## src/rtl/llsc_defer_pkg.sv

```systemverilog
package llsc_defer_pkg;

  typedef enum logic [1:0] {
    RES_IDLE   = 2'd0,
    RES_HELDLL = 2'd1,
    RES_HELDLD = 2'd2
  } resState_t;

  typedef struct packed {
    logic loadLl;
    logic loadLd;
    logic clear;
    logic dec;
  } resStrobe_t;

endpackage

```

## src/rtl/llsc_defer_dp.sv

```systemverilog
module llsc_defer_dp
  import llsc_defer_pkg::*;
#(
  parameter int ADDR_W   = 32,
  parameter int LINE_OFF = 6,
  parameter int LL_WIN   = 64,
  parameter int LD_WIN   = 16
) (
  input  logic              clk,
  input  logic              rstN,
  input  resStrobe_t        strobe,
  input  logic [ADDR_W-1:0] llAddr,
  input  logic [ADDR_W-1:0] ldAddr,
  input  logic [ADDR_W-1:0] scAddr,
  input  logic [ADDR_W-1:0] snpAddr,
  output logic              snpHit,
  output logic              scHit,
  output logic              timerZero
);

  localparam int LINE_W = ADDR_W - LINE_OFF;
  localparam int TMR_W  = $clog2(LL_WIN + 1);
  localparam logic [TMR_W-1:0] LL_LOAD = TMR_W'(LL_WIN);
  localparam logic [TMR_W-1:0] LD_LOAD = TMR_W'(LD_WIN);

  logic [LINE_W-1:0] resLine;
  logic [TMR_W-1:0]  timer;

  always_ff @(posedge clk) begin
    if (!rstN) begin
      resLine <= '0;
    end else if (strobe.loadLl) begin
      resLine <= llAddr[ADDR_W-1:LINE_OFF];
    end else if (strobe.loadLd) begin
      resLine <= ldAddr[ADDR_W-1:LINE_OFF];
    end
  end

  always_ff @(posedge clk) begin
    if (!rstN) begin
      timer <= '0;
    end else if (strobe.loadLl) begin
      timer <= LL_LOAD;
    end else if (strobe.loadLd) begin
      timer <= LD_LOAD;
    end else if (strobe.clear) begin
      timer <= '0;
    end else if (strobe.dec && timer != '0) begin
      timer <= timer - 1'b1;
    end
  end

  assign snpHit    = (snpAddr[ADDR_W-1:LINE_OFF] == resLine);
  assign scHit     = (scAddr[ADDR_W-1:LINE_OFF] == resLine);
  assign timerZero = (timer == '0);

endmodule

```

## src/rtl/llsc_defer_ctl.sv

```systemverilog
module llsc_defer_ctl
  import llsc_defer_pkg::*;
(
  input  logic       clk,
  input  logic       rstN,
  input  logic       llValid,
  input  logic       ldValid,
  input  logic       scValid,
  input  logic       snpValid,
  input  logic       snpHit,
  input  logic       scHit,
  input  logic       timerZero,
  output resStrobe_t strobe,
  output logic       snpStall,
  output logic       scPass,
  output logic       releasePulse
);

  resState_t state, stateNext;
  logic held;
  logic expired;
  logic live;

  assign held    = (state != RES_IDLE);
  assign expired = held && timerZero;
  assign live    = held && !timerZero;

  always_comb begin
    strobe    = '0;
    stateNext = state;
    if (scValid) begin
      strobe.clear = 1'b1;
      stateNext    = RES_IDLE;
    end else if (llValid) begin
      strobe.loadLl = 1'b1;
      stateNext     = RES_HELDLL;
    end else if (ldValid && !held) begin
      strobe.loadLd = 1'b1;
      stateNext     = RES_HELDLD;
    end else if (expired) begin
      strobe.clear = 1'b1;
      stateNext    = RES_IDLE;
    end else if (held) begin
      strobe.dec = 1'b1;
    end
  end

  always_ff @(posedge clk) begin
    if (!rstN) begin
      state <= RES_IDLE;
    end else begin
      state <= stateNext;
    end
  end

  assign snpStall     = snpValid && live && snpHit;
  assign scPass       = scValid && live && scHit;
  assign releasePulse = expired || (scValid && live);

endmodule

```

## src/rtl/llsc_defer_guard.sv

```systemverilog
module llsc_defer_guard
  import llsc_defer_pkg::*;
#(
  parameter int ADDR_W   = 32,
  parameter int LINE_OFF = 6,
  parameter int LL_WIN   = 64,
  parameter int LD_WIN   = 16
) (
  input  logic              clk,
  input  logic              rstN,
  input  logic              llValid,
  input  logic [ADDR_W-1:0] llAddr,
  input  logic              ldValid,
  input  logic [ADDR_W-1:0] ldAddr,
  input  logic              scValid,
  input  logic [ADDR_W-1:0] scAddr,
  input  logic              snpValid,
  input  logic [ADDR_W-1:0] snpAddr,
  output logic              snpStall,
  output logic              scPass,
  output logic              releasePulse
);

  resStrobe_t strobe;
  logic snpHit;
  logic scHit;
  logic timerZero;

  llsc_defer_dp #(
    .ADDR_W  (ADDR_W),
    .LINE_OFF(LINE_OFF),
    .LL_WIN  (LL_WIN),
    .LD_WIN  (LD_WIN)
  ) u_dp (
    .clk      (clk),
    .rstN     (rstN),
    .strobe   (strobe),
    .llAddr   (llAddr),
    .ldAddr   (ldAddr),
    .scAddr   (scAddr),
    .snpAddr  (snpAddr),
    .snpHit   (snpHit),
    .scHit    (scHit),
    .timerZero(timerZero)
  );

  llsc_defer_ctl u_ctl (
    .clk         (clk),
    .rstN        (rstN),
    .llValid     (llValid),
    .ldValid     (ldValid),
    .scValid     (scValid),
    .snpValid    (snpValid),
    .snpHit      (snpHit),
    .scHit       (scHit),
    .timerZero   (timerZero),
    .strobe      (strobe),
    .snpStall    (snpStall),
    .scPass      (scPass),
    .releasePulse(releasePulse)
  );

endmodule

```

## config.mk

```make
export PLATFORM = sky130hd
export DESIGN_NAME = llsc_defer_guard
export DESIGN_NICKNAME = d
export VERILOG_FILES = /design/src/rtl/llsc_defer_pkg.sv /design/src/rtl/llsc_defer_dp.sv /design/src/rtl/llsc_defer_ctl.sv /design/src/rtl/llsc_defer_guard.sv
export SDC_FILE = /design/constraint.sdc
export NUM_CORES = 1
export LEC_CHECK = 0
export ABC_AREA = 1
export BUFFER_PORTS_ARGS = -buffer_cell sky130_fd_sc_hd__buf_4
export CAP_MARGIN = 10
export CELL_PAD_IN_SITES_DETAIL_PLACEMENT = 0
export CELL_PAD_IN_SITES_GLOBAL_PLACEMENT = 2
export CORE_ASPECT_RATIO = 2
export CORE_MARGIN = 2
export CORE_UTILIZATION = 24
export DETAILED_ROUTE_END_ITERATION = 10
export MAX_ROUTING_LAYER = met4
export PLACE_DENSITY_LB_ADDON = 0.1
export SYNTH_ARGS = -nofsm -noshare
export SYNTH_HDL_FRONTEND = slang
export SYNTH_SLANG_ARGS = --single-unit
```

## constraint.sdc

```tcl
create_clock -name clk -period 3.7 [get_ports clk]
set_input_delay 0.185 -clock clk [delete_from_list [all_inputs] [get_ports clk]]
set_output_delay 0.185 -clock clk [all_outputs]
set_load 0.005 [all_outputs]
```

==> metrics.yaml <==
synthesis:
  synth_common_cells: "nand2_1, dfxtp_1, nand3_1"
  ys_warn_count: 0
  syn_area_sq_um: 2489
  synth_top_area_cell: "dfxtp_1"
  synth-edff-count: 0
  synth_ff_type: "dfxtp_1"
  synth.net_count: 514
  yosysSeqAreaShare_pct: 28.15
  synthDominantCellAreaShare_pct: 28.15
  ys_ff_latch: 35
  synthDistinctLibCells: 32
  syn_avg_cell_area_sq_um: 6.584
  synth_area_leaders: "dfxtp_1, nand2_1, nand3_1, a31oi_1, xnor2_1"
  synthCells: 378
  async_flop_share_pct: 0
  synth.most_common_cell: "nand2_1"
die:
  die_w_um: 76.01
  core_sq_um: 10080
  pin_count: 137
  num_rows: 52
  die_area_sq_um: 11250
  dieHeight_um: 148.0
  start_util_pct: 24.68
worst_hold_path:
  min_path_type: "in2reg"
  holdPathStages: 3
clock_network:
  root_buffer: "clkbuf_16"
  cts_buffers: 5
  clock_sinks: 35
  clk_pin_slew_ps: 60
  cts.repair.resized: 0
  cts_tree: "built"
  cts_buffer_depth: 2
  hold_buffers: 0
  h-tree-depth: 2
  insertion_delay_ps: 290
  postCtsSetupBuffers: 0
grt:
  antenna_found_initial: 0
  grtUsageMet2_pct: 37.41
  met1_usage_pct: 18.08
  globalRouteTotalUtil_pct: 19.17
  grt_pass1_wl_um: 15940
  globalRouteMet3Util_pct: 3.236
  grt.busiest_layer: "met2"
  grt_max_degree: 55
  first_global_vias: 3060
  grt_overflow: 0
final_layout:
  num-fill-cells: 1161
  fin_area_sq_um: 3572
  multi_input_area_sq_um: 1531
  layoutNonFillerInstCount: 617
  antenna_cells: 0
  nets: 617
  drive_gt1_share_pct: 29.25
  utilization_pct: 35.42
  seq_area_sq_um: 700.7
  areaGrowthSynthToFinish_pct: 43.54
drt:
  drtPass1Iterations: 4
  wl_um: 10290
  first_iter_violations: 90
  ant_nets: 0
  vias: 2857
  drc: 0
  wl_per_cell_um: 16.68
  via_per_inst: 4.630
worst_setup_path:
  required_ps: 3510
  cp_max_fo: 5
  cp.arrival_ps: 1740
  cp-end-kind: "output port"
  start_kind: "flip-flop"
  path_class: "reg2out"
  r2r_cells: 8
power:
  peakVddDrop_uv: 257.6
  leakage_nw: 1.652
  p_per_area_nw_per_um2: 343.4
timing:
  slew_headroom_pct: 61.00
  worst_clock_skew_ps: 8.431
  grt_setup_unrepaired: "no"
  setup_violations: 0
  fin_crit_sh_pct: 51.90
  fin_crit_ps: 1920
  worstMarginPinSlew_ps: 585.0
  hold_viol_final: 0
  drv_slew: 0
  max_freq_mhz: 520.7
  setup_tns_ps: 0
status:
  status: "completed"
placed_design:
  dp.cells: 609
  dpl_cell_area_sq_um: 3403
  place.port_buffers: 112
  gp_congestion: 0.9138
  dpl.hpwl_um: 8384
flow_run:
  maxCapViolations: 0
## power breakdown
group	internal, mW	leakage (nW)	switching [mW]
registers	0.404	0.288	0.0331
logic	0.150	1.28	0.147
clock network	0.318	0.0838	0.175
## final timing paths
kind | end | start | slack [ps]
max | snpStall | u_dp.timer[0]$_SDFFE_PP0P_ | 1780
min | u_dp.resLine[2]$_SDFFE_PN0P_ | ldAddr[8] | 170
max reg2reg | u_dp.timer[3]$_SDFFE_PP0P_ | u_ctl.state[0]$_SDFFE_PP0P_ | 2030
min reg2reg | u_dp.timer[0]$_SDFFE_PP0P_ | u_dp.timer[0]$_SDFFE_PP0P_ | 460
## worst max-delay path: stages (launching register included)
cell	delay, ps
dfxtp_1	320
inv_1	90
ha_1	230
inv_1	100
nor2_4	50
nand3_4	80
nand2_1	110
nor2_1	190
nand2_1	70
nor2_1	100
buf_4	110
## cell families after synthesis
logic type      Yosys count  synth area share (%)
simple gates            174                 32.03
xor+xnor                 28                 9.854
fa+ha+maj                 2                 1.005
flops                    35                 28.15
buf+inv                  57                 10.31
compound gates           82                 18.65
## placed cells by master, fill, tap and decap left out, types with 6 or more instances in the layout
cell	instances
nor2_1	32
a21oi_1	7
o22ai_1	8
xor2_1	11
nand4_1	6
o21ai_0	11
xnor2_1	17
a31oi_1	26
buf_4	114
nand3_1	35
inv_1	34
nand2_1	83
dfxtp_1	35
o21ai_1	26
## registers in the layout, summed over array words and instances, names as in the netlist
| signal | flops |
|---|---|
| u_dp.resLine | 26 |
| u_dp.timer | 7 |
| u_ctl.state | 2 |
## metal layers
layer	up-vias	part of all wire, %
met5	-	0
met4	0	3.7
met3	15	3.9
met2	75	57
met1	1297	35
li1	1470	-
## area by class of cell
cell class                      instances  share of cell area, %
Inverter                               39                  4.098
Timing Repair Buffer                  114                  23.96
Clock buffer                            5                  3.503
Tap cell                              135                  4.729
Sequential cell                        35                  19.61
Multi-Input combinational cell        286                  42.87
Clock inverter                          3                  1.226
## metrics by stage
stage          setup WS, ps  power [mW]  hold WS (ps)
2_1_floorplan          2355      0.5971         344.6
3_3_place_gp           1893      0.7481         452.6
3_5_place_dp           1899      0.7483         457.4
4_1_cts                1736       1.250         162.5
5_1_grt                1651       1.294         180.9
6_report               1780       1.227         166.1
Note: power is estimated with default switching activity, not from simulation.
